[src/rtl/txser_pkg.sv]
package txser_pkg;
  localparam int NUM_SRC = 4;
  localparam int SRC_START = 0;
  localparam int SRC_FULL = 1;
  localparam int SRC_DONE = 2;
  localparam int SRC_DCLK = 3;

  typedef struct packed {
    logic push;
    logic load;
    logic shift;
    logic drain;
  } txCmd_t;
endpackage

[src/rtl/txser_datapath.sv]
module txser_datapath
  import txser_pkg::*;
#(
  parameter int BLOCK_BYTES = 16
) (
  input  logic       clk,
  input  logic       rstN,
  input  logic [1:0] sizeSel,
  input  logic [7:0] wrData,
  input  txCmd_t     cmd,
  output logic       fifoEmpty,
  output logic       fifoFull,
  output logic       serialBit
);
  localparam int MAX_BYTES = 4 * BLOCK_BYTES;
  localparam int PTR_W = $clog2(MAX_BYTES);
  localparam int CNT_W = $clog2(MAX_BYTES + 1);

  logic [7:0]       mem [MAX_BYTES];
  logic [PTR_W-1:0] wrPtr, rdPtr;
  logic [CNT_W-1:0] count, capacity;
  logic [7:0]       shReg;

  assign capacity  = CNT_W'((32'(sizeSel) + 1) * BLOCK_BYTES);
  assign fifoEmpty = (count == '0);
  assign fifoFull  = (count >= capacity);
  assign serialBit = shReg[7];

  always_ff @(posedge clk) begin
    if (cmd.push) mem[wrPtr] <= wrData;
  end

  always_ff @(posedge clk) begin
    if (!rstN) begin
      wrPtr <= '0;
      rdPtr <= '0;
      count <= '0;
    end else begin
      if (cmd.push) wrPtr <= (wrPtr == PTR_W'(MAX_BYTES - 1)) ? '0 : wrPtr + 1'b1;
      if (cmd.load) rdPtr <= (rdPtr == PTR_W'(MAX_BYTES - 1)) ? '0 : rdPtr + 1'b1;
      case ({cmd.push, cmd.load})
        2'b10:   count <= count + 1'b1;
        2'b01:   count <= count - 1'b1;
        default: count <= count;
      endcase
    end
  end

  always_ff @(posedge clk) begin
    if (!rstN)          shReg <= '0;
    else if (cmd.load)  shReg <= mem[rdPtr];
    else if (cmd.shift) shReg <= {shReg[6:0], 1'b0};
    else if (cmd.drain) shReg <= '0;
  end

  // capacity limit respected by the controller
  a_r2_no_push_when_full: assert property (@(posedge clk) disable iff (!rstN)
    cmd.push |-> !fifoFull);
  a_r2_no_load_when_empty: assert property (@(posedge clk) disable iff (!rstN)
    cmd.load |-> !fifoEmpty);
  a_r2_count_bound: assert property (@(posedge clk) disable iff (!rstN)
    count <= CNT_W'(MAX_BYTES));
endmodule

[src/rtl/txser_ctrl.sv]
module txser_ctrl
  import txser_pkg::*;
(
  input  logic   clk,
  input  logic   rstN,
  input  logic   txEnable,
  input  logic   wrValid,
  input  logic   bitStrobe,
  input  logic   fifoEmpty,
  input  logic   fifoFull,
  output txCmd_t cmd,
  output logic   startEvt,
  output logic   doneEvt,
  output logic   dclkEvt,
  output logic   overflowFlag
);
  logic       go;
  logic [3:0] bitCnt;

  assign go = bitStrobe & txEnable;

  always_comb begin
    cmd       = '0;
    cmd.push  = wrValid & ~fifoFull;
    cmd.shift = go & (bitCnt > 4'd1);
    cmd.load  = go & (bitCnt <= 4'd1) & ~fifoEmpty;
    cmd.drain = go & (bitCnt == 4'd1) & fifoEmpty;
  end

  always_ff @(posedge clk) begin
    if (!rstN) begin
      bitCnt       <= '0;
      startEvt     <= 1'b0;
      doneEvt      <= 1'b0;
      dclkEvt      <= 1'b0;
      overflowFlag <= 1'b0;
    end else begin
      if (cmd.load)       bitCnt <= 4'd8;
      else if (cmd.shift) bitCnt <= bitCnt - 1'b1;
      else if (cmd.drain) bitCnt <= '0;

      if (!txEnable) startEvt <= 1'b0;
      else if (go)   startEvt <= cmd.load & (bitCnt == 4'd0);

      if (!txEnable || cmd.push) doneEvt <= 1'b0;
      else if (cmd.drain)        doneEvt <= 1'b1;

      dclkEvt <= cmd.shift | cmd.load;
      if (wrValid && fifoFull) overflowFlag <= 1'b1;
    end
  end

  // done only with empty queue and idle shifter
  a_r5_done_idle: assert property (@(posedge clk) disable iff (!rstN)
    doneEvt |-> (fifoEmpty && bitCnt == 4'd0));
  // start only while a byte is in flight
  a_r6_start_busy: assert property (@(posedge clk) disable iff (!rstN)
    startEvt |-> (bitCnt != 4'd0));
  // overflow is sticky
  a_r8_overflow_sticky: assert property (@(posedge clk) disable iff (!rstN)
    overflowFlag |=> overflowFlag);
  // bit position frozen while disabled
  a_r10_hold_disabled: assert property (@(posedge clk) disable iff (!rstN)
    !txEnable |=> $stable(bitCnt));
  a_r3_count_range: assert property (@(posedge clk) disable iff (!rstN)
    bitCnt <= 4'd8);
endmodule

[src/rtl/txser_top.sv]
module txser_top
  import txser_pkg::*;
#(
  parameter int BLOCK_BYTES = 16
) (
  input  logic       clk,
  input  logic       rstN,
  input  logic       txEnable,
  input  logic [1:0] sizeSel,
  input  logic       wrValid,
  input  logic [7:0] wrData,
  input  logic       bitStrobe,
  input  logic [3:0] irqRoute,
  output logic       serialOut,
  output logic       irq0,
  output logic       irq1,
  output logic       overflowFlag
);
  txCmd_t cmd;
  logic fifoEmpty, fifoFull, startEvt, doneEvt, dclkEvt;
  logic [NUM_SRC-1:0] srcVec, toIrq0, toIrq1;

  txser_ctrl u_ctrl (
    .clk(clk), .rstN(rstN), .txEnable(txEnable), .wrValid(wrValid),
    .bitStrobe(bitStrobe), .fifoEmpty(fifoEmpty), .fifoFull(fifoFull),
    .cmd(cmd), .startEvt(startEvt), .doneEvt(doneEvt), .dclkEvt(dclkEvt),
    .overflowFlag(overflowFlag)
  );

  txser_datapath #(.BLOCK_BYTES(BLOCK_BYTES)) u_dp (
    .clk(clk), .rstN(rstN), .sizeSel(sizeSel), .wrData(wrData), .cmd(cmd),
    .fifoEmpty(fifoEmpty), .fifoFull(fifoFull), .serialBit(serialOut)
  );

  assign srcVec[SRC_START] = startEvt;
  assign srcVec[SRC_FULL]  = fifoFull;
  assign srcVec[SRC_DONE]  = doneEvt;
  assign srcVec[SRC_DCLK]  = dclkEvt;

  for (genvar i = 0; i < NUM_SRC; i++) begin : g_route
    assign toIrq0[i] = srcVec[i] & ~irqRoute[i];
    assign toIrq1[i] = srcVec[i] &  irqRoute[i];
  end

  assign irq0 = |toIrq0;
  assign irq1 = |toIrq1;

  // a source never appears on both lines
  a_r9_exclusive_route: assert property (@(posedge clk) disable iff (!rstN)
    $onehot0(toIrq0 & toIrq1) && ((toIrq0 & toIrq1) == '0));
endmodule

[config.mk]
export PLATFORM = sky130hd
export DESIGN_NAME = txser_top
export DESIGN_NICKNAME = d
export VERILOG_FILES = /design/src/rtl/txser_pkg.sv /design/src/rtl/txser_datapath.sv /design/src/rtl/txser_ctrl.sv /design/src/rtl/txser_top.sv
export SDC_FILE = /design/constraint.sdc
export NUM_CORES = 1
export LEC_CHECK = 0
export ABC_AREA = 1
export BUFFER_PORTS_ARGS = -buffer_cell sky130_fd_sc_hd__buf_2
export CAP_MARGIN = 0
export CELL_PAD_IN_SITES_DETAIL_PLACEMENT = 0
export CELL_PAD_IN_SITES_GLOBAL_PLACEMENT = 1
export CORE_ASPECT_RATIO = 1.1
export CORE_UTILIZATION = 35
export DETAILED_ROUTE_END_ITERATION = 10
export GPL_TIMING_DRIVEN = 0
export PLACE_DENSITY_LB_ADDON = 0.12
export SLEW_MARGIN = 5
export SYNTH_ARGS = -nofsm -noshare
export SYNTH_HDL_FRONTEND = slang
export SYNTH_HIERARCHICAL = 1
export SYNTH_SLANG_ARGS = --single-unit
[constraint.sdc]
create_clock -name clk -period 4.5 [get_ports clk]
set_input_delay 0.45 -clock clk [delete_from_list [all_inputs] [get_ports clk]]
set_output_delay 0.45 -clock clk [all_outputs]
set_load 0.02 [all_outputs]
# Word-level counts from Yosys, hierarchy flattened
# Memories as Yosys holds them, arrays and structs flattened. A register that Yosys moved wholly into a read port is not among the register bits.
# Cells that the tools add are included.
# word_totals
ramBits	512
elab_cells	75
reg_bits	35
mem_count	1
input_bits	19
output_inout_bits	4
# classes
mux	13
reduce_logical	13
n_lt_le_gt_ge	3
n_eq_ne	5
n_addsub	6
n_bitwise	24
# memory_table
name	depth	word_bits	read_ports	rd_ports_with_merged_regs	write_ports	line	source
u_dp.mem	64	8	1	1	1	txser_datapath.sv:19	logic [7:0] mem [MAX_BYTES];
# op_table
op	count
2-to-1 mux 6 bit	4
2-to-1 mux 8 bit	3
AND 1 bit	16
case mux 7 bit (2 select lines)	1
adder 6 x 1 -> 6 bit, second input constant	2
== test 6 bit, second input constant	2
2-to-1 mux 4 bit	3
OR reduction 4 bit	2
adder 7 x 1 -> 7 bit, second input constant	1
>= comparator 7 bit	1
zero test 7 bit	1
inverter 1 bit	7
subtractor 7 x 1 -> 7 bit, second input constant	1
== test 4 x 1 -> 1 bit, second input constant	1
greater-than comparator 4 x 1 -> 1 bit, second input constant	1
less-or-equal comparator 4 x 1 -> 1 bit, second input constant	1
zero test 4 bit	1
nonzero test 2 bit	2
OR reduction 2 bit	2
subtractor 4 x 1 -> 4 bit, second input constant	1
adder 2 x 1 -> 3 bit, second input constant	1
nonzero test 3 bit	1
== test 2 x 1 -> 1 bit, second input constant	1
== test 2 bit, second input constant	1
other kinds (6)	7

# Depth between registers and ports, before layout
# logic_depth
word_depth	6
depth_mapped	20

# Cells and area by module
# The synthesis kept the hierarchy.
# modules_own_cells
module	cells_per_inst	area_each_um2	n_inst
txser_datapath	2010	22754.3	1
txser_ctrl	63	440.4	1
txser_top	18	70.1	1

# Least setup slack after synthesis
# OpenSTA, ideal clock, no wires.
# synth_timing
path_type	input-to-reg
start	input sizeSel[0]
end	register u_dp.count[6]
arrival_time_ns	3.141
slack_ns	1.220
cell_stages	20
path_buffers	2
cell_sequence	ha_1 inv_1 ha_1 nand3_1 o221ai_1 nor2_1 buf_2 clkinv_1 ha_1 buf_4 xnor2_1 inv_1 ha_1 a21oi_1 inv_1 nand3_1 nand3_1 xor2_1 nand2_1 a21oi_1
# synth_rtl
element	line	source
from (decl)	txser_top.sv:9	input logic [1:0] sizeSel,
to (signal assigned)	txser_datapath.sv:42	2'b10: count <= count + 1'b1;
to (signal assigned)	txser_datapath.sv:43	2'b01: count <= count - 1'b1;
to (signal assigned)	txser_datapath.sv:44	default: count <= count;
to (decl)	txser_datapath.sv:21	logic [CNT_W-1:0] count, capacity;

==> results.txt <==
The flow ran to the end, and the final reports show no timing, DRC or antenna violations. The final count of hold timing violations is 0. The first global-routing pass estimated 116 mm of wire.

The sum of negative setup slack came out at 0 ns. For this block, the routed nets add up to between 80 and 90 mm of wire. The global-route met1 utilization came out at 34.0%. The average wire length per cell after detail routing came out at 26.9 µm.

For this run, the post-layout net count is 2210. The post-detailed-placement half-perimeter wirelength is 55.3 mm. The met2 routing resource usage after global routing came out at 41.4%.

Of all nets on the critical path, the largest fanout is 9. The number of antenna cells inserted came out at 0. The startpoint identified for the worst hold timing path is wrValid. The area used by multi-input combinational logic is 6060 µm². Along the worst hold path, the cell count comes to 3.

The tightest hold path in the finished design has a slack of 0.0794 ns. The post-synthesis instance total came out at about 2100. IR analysis of the VDD net gives a maximum drop of around 0.00027 V. The critical path is of the flip-flop to flip-flop type. Summing internal, switching and leakage power gives 14600 µW.

The buffer levels on the longest clock path is 3. The maximum clock frequency is 0.233 GHz. For this block, the initial DRC count from the detailed router was roughly 1400. The source-to-sink clock delay at the later pin of the worst-skew pair came out at 0.63 ns. The share of the yosys chip area belonging to registers came out at between 60% and 70%. The utilization after layout came out at 40.6%. The cell leakage power is 0.00960 µW.

The floorplan step set the die width to 248 µm. The height of the die came out at roughly 270 µm. In this run the cell area measured after placement is around 25000 µm². The tree is rooted in a sky130_fd_sc_hd__clkbuf_16. The startpoint identified for the worst register-to-register timing path is u_dp/count[4]$_SDFFE_PN0P_.

The final critical path time including I/O delays and setup is 4.29 ns. After detailed routing, the number of remaining DRC violations is 0. The setup fix buffers added after clock tree synthesis is 0.

The worst setup path is captured at a flip-flop. The area used by sequential logic in the layout came out at approximately 16000 µm². The worst register-to-register path ends at u_dp/mem[6][6]$_DFFE_PP_. On the critical path the largest part of the delay comes from simple AND/OR/NAND/NOR gates. The placer congestion estimate is 0.881. The number of antenna violations at the first check in global routing is 1. Setup repair after global routing could not meet its margin everywhere.

The area of all placed cells without fillers is 26500 µm². Counting flops with a built-in enable in the synthesized netlist gives 512. Row generation in the floorplan step produced between 90 and 100 rows. The distinct cell type count after synthesis is 39. The via count of the first global-routing pass is 15500. Setup violations remaining at the end of the flow were counted as 0. The layout cell share with drive strength beyond 1 is 10.1%. The first-pass iteration count of the detailed router came out at 5. The detail route stage leaves a number of antenna-violating nets equal to 0. The average instance area after synthesis is 11.1 µm².

For flop-to-flop paths, the worst setup slack is 0.21 ns. The clock sink count came out at 553. The number of buffers created by CTS came out at 59. The final worst clock skew is 0.0234 ns. The worst path required time is 4.75 ns. After clock tree synthesis, the clock-pin slew on the worst setup and hold paths is roughly 0.060 ns.

The data arrival time of the critical path came out at 4.54 ns. Relative to the synthesized area, the layout overhead comes to 14.0%. The most used flip-flop cell after synthesis is sky130_fd_sc_hd__edfxtp_1.

The path class of the tightest hold or removal check is primary input to flip-flop. After synthesis the cells add up to 23300 µm². The starting density of the core is 35.6%. The longest individual stage delay on the worst path is 1.00 ns. The total number of vias came out at 16300. Entering global routing, the biggest net connects 65 pins. The cell with the biggest individual delay on the critical path is sky130_fd_sc_hd__nor2_1. The count of final max-slew check failures was 0. The floorplan core area is around 65000 µm². TritonCTS built the clock tree.

The H-tree was split into 2 levels. The die area came out at roughly 68000 µm². The number of synthesized register bits came out at 553. STA classifies the critical path startpoint as a flip-flop. The buffer and inverter count on the worst path came out at 3. The number of top-level pins is 23. The routing layer with the top usage in global route is met2.

For the pin with the worst max-slew slack, the measured transition is ~1.4 ns. The net count after synthesis is around 2100. The final clock period utilization by the worst path is 95.3%. The final global-route overflow total came out at 0. The number of warning messages in the yosys log came out at 6.

For met3 alone, demand over resource in global routing was under 10%. The filler cells instantiated in the layout total 6336. Across the run, the number of max-cap violations was 0. The critical path goes through inv_1 > ha_1 > nand3_1 > o221ai_1 > nor2_1 > buf_2 > clkinv_1 > nor2_1 > nand3_1 > nor2_1.

The post-detailed-route via-to-cell ratio is 5.29. Counting cells, the worst reg-to-reg path comes to 10. The power per cell area came out at approximately 550 nW/µm².

The overall routing resource usage came out at 24.8%. The async set-reset flop share out of synthesis came out at 0%. The count of buffers inserted at the top-level ports is 22. Among the stages of the critical path, the cell type that occurs most often is sky130_fd_sc_hd__nor2_1. The worst relative slew slack is around 7%. The path with the worst hold slack has its endpoint at u_ctrl/overflowFlag$_SDFFE_PN0P_.
-- synthesized netlist by cell type, types with 3 or more instances --
cell | number | area (µm²)
sky130_fd_sc_hd__clkbuf_1 | 17 | 63.8
sky130_fd_sc_hd__clkinv_1 | 3 | 11.3
sky130_fd_sc_hd__inv_1 | 61 | 229
sky130_fd_sc_hd__a21oi_2 | 5 | 43.8
sky130_fd_sc_hd__a21oi_1 | 24 | 120
sky130_fd_sc_hd__nand2_1 | 702 | 2640
sky130_fd_sc_hd__a32o_1 | 7 | 70.1
sky130_fd_sc_hd__nor2_1 | 95 | 357
sky130_fd_sc_hd__xnor2_1 | 6 | 52.6
sky130_fd_sc_hd__dfxtp_1 | 41 | 821
sky130_fd_sc_hd__xor2_1 | 6 | 52.6
sky130_fd_sc_hd__o21ai_0 | 13 | 65.1
sky130_fd_sc_hd__nand3_1 | 449 | 2250
sky130_fd_sc_hd__buf_2 | 32 | 160
sky130_fd_sc_hd__buf_6 | 23 | 259
sky130_fd_sc_hd__nor3_1 | 15 | 75.1
sky130_fd_sc_hd__edfxtp_1 | 512 | 15400
sky130_fd_sc_hd__buf_4 | 30 | 225
sky130_fd_sc_hd__nand4_1 | 3 | 18.8
sky130_fd_sc_hd__ha_1 | 12 | 150
sky130_fd_sc_hd__buf_1 | 12 | 45.0
-- flip-flops by register name (all words and copies together) (netlist names), named ones only --
name and count:
u_ctrl/bitCnt 4, u_ctrl/dclkEvt 1, u_ctrl/doneEvt 1, u_ctrl/overflowFlag 1
u_ctrl/startEvt 1, u_dp/count 7, u_dp/mem 512, u_dp/rdPtr 6
u_dp/shReg 8, u_dp/wrPtr 6
-- power breakdown --
group	internal [µW]	switching, µW
logic	1010	2760
clock network	3000	2030
registers	5740	78.9
total	9750	4870
-- how the worst max path moves through the flow --
stage	cells past startpoint	slack [ns]	startpoint	endpoint
6_report	10	0.21	u_dp/count[4]$_SDFFE_PN0P_	u_dp/mem[6][6]$_DFFE_PP_
5_1_grt	9	-0.05	u_dp/count[6]$_SDFFE_PN0P_	u_dp/mem[14][7]$_DFFE_PP_
4_1_cts	10	0.03	u_dp/count[4]$_SDFFE_PN0P_	u_dp/mem[62][5]$_DFFE_PP_
3_5_place_dp	12	-0.33	sizeSel[0]	u_dp/mem[62][2]$_DFFE_PP_
3_3_place_gp	12	-0.33	sizeSel[0]	u_dp/mem[62][2]$_DFFE_PP_
2_1_floorplan	20	1.22	sizeSel[0]	u_dp/count[6]$_SDFFE_PN0P_
-- final cells by class --
class	count	share of cell area (%)
Inverter	67	0.967
Tap cell	850	4.01
Multi-Input combinational cell	1354	22.9
Clock inverter	34	1.59
Timing Repair Buffer	27	0.651
Buffer	117	3.01
Sequential cell	553	61.1
Clock buffer	74	5.86
-- cell usage in the layout, fill, tap and decap left out, types with 2 or more instances in the layout --
master | Yosys | layout
sky130_fd_sc_hd__clkinv_2 | 0 | 8
sky130_fd_sc_hd__a21oi_2 | 5 | 5
sky130_fd_sc_hd__clkbuf_16 | 0 | 60
sky130_fd_sc_hd__a32o_1 | 7 | 7
sky130_fd_sc_hd__nand2_1 | 702 | 702
sky130_fd_sc_hd__o21ai_0 | 13 | 13
sky130_fd_sc_hd__a21oi_1 | 24 | 24
sky130_fd_sc_hd__nor3_2 | 1 | 5
sky130_fd_sc_hd__nand2_2 | 2 | 2
sky130_fd_sc_hd__a211oi_1 | 2 | 2
sky130_fd_sc_hd__inv_2 | 2 | 2
sky130_fd_sc_hd__xnor2_1 | 6 | 6
sky130_fd_sc_hd__buf_4 | 30 | 40
sky130_fd_sc_hd__dfxtp_1 | 41 | 41
sky130_fd_sc_hd__buf_6 | 23 | 25
sky130_fd_sc_hd__buf_12 | 2 | 2
sky130_fd_sc_hd__nor2_2 | 1 | 10
sky130_fd_sc_hd__clkinv_1 | 3 | 16
sky130_fd_sc_hd__bufinv_16 | 0 | 10
sky130_fd_sc_hd__buf_1 | 12 | 12
sky130_fd_sc_hd__buf_2 | 32 | 47
sky130_fd_sc_hd__xor2_1 | 6 | 6
sky130_fd_sc_hd__nand4_1 | 3 | 3
sky130_fd_sc_hd__edfxtp_1 | 512 | 512
sky130_fd_sc_hd__nor2_1 | 95 | 86
sky130_fd_sc_hd__nor3_1 | 15 | 11
sky130_fd_sc_hd__nand3_1 | 449 | 449
sky130_fd_sc_hd__ha_1 | 12 | 12
sky130_fd_sc_hd__clkbuf_1 | 17 | 31
sky130_fd_sc_hd__inv_1 | 61 | 61
-- metrics by stage --
| stage | instances | setup slack [ns] |
|---|---|---|
| 2_1_floorplan | 2091 | 1.22 |
| 3_3_place_gp | 2963 | -0.325 |
| 3_5_place_dp | 2968 | -0.332 |
| 4_1_cts | 3076 | 0.0282 |
| 5_1_grt | 3076 | -0.0473 |
| 6_report | 3076 | 0.212 |
-- cell families after synthesis --
| logic type | after synthesis | synth area share [%] |
|---|---|---|
| compound gates | 56 | 1.51 |
| xor+xnor | 12 | 0.452 |
| fa+ha+maj | 12 | 0.645 |
| buf+inv | 184 | 4.53 |
| flops | 553 | 69.6 |
| simple gates | 1274 | 23.2 |
-- layer usage --
layer	wire length (µm)	up-vias	share of wire, %
li1	-	7431	-
met1	35800	8216	43
met2	40300	511	49
met3	4460	106	5.4
met4	2180	0	2.6
met5	0	-	0
-- worst reg2reg max path: cells and delay by family (launching register included) --
kind,cells,cell delay (ns)
and+or+nand+nor,5,2.44
DFF,1,0.39
AOI/OAI and AO/OA,1,0.21
adders and majority gates,1,0.28
buffers and inverters,3,0.60
-- repair_timing --
| item | CTS | global route |
|---|---|---|
| gates resized for setup | 0 | 7 |
| setup endpoints to repair | 0 | 46 |
| hold buffers | 0 | 0 |
(Power assumes the default switching activity.)
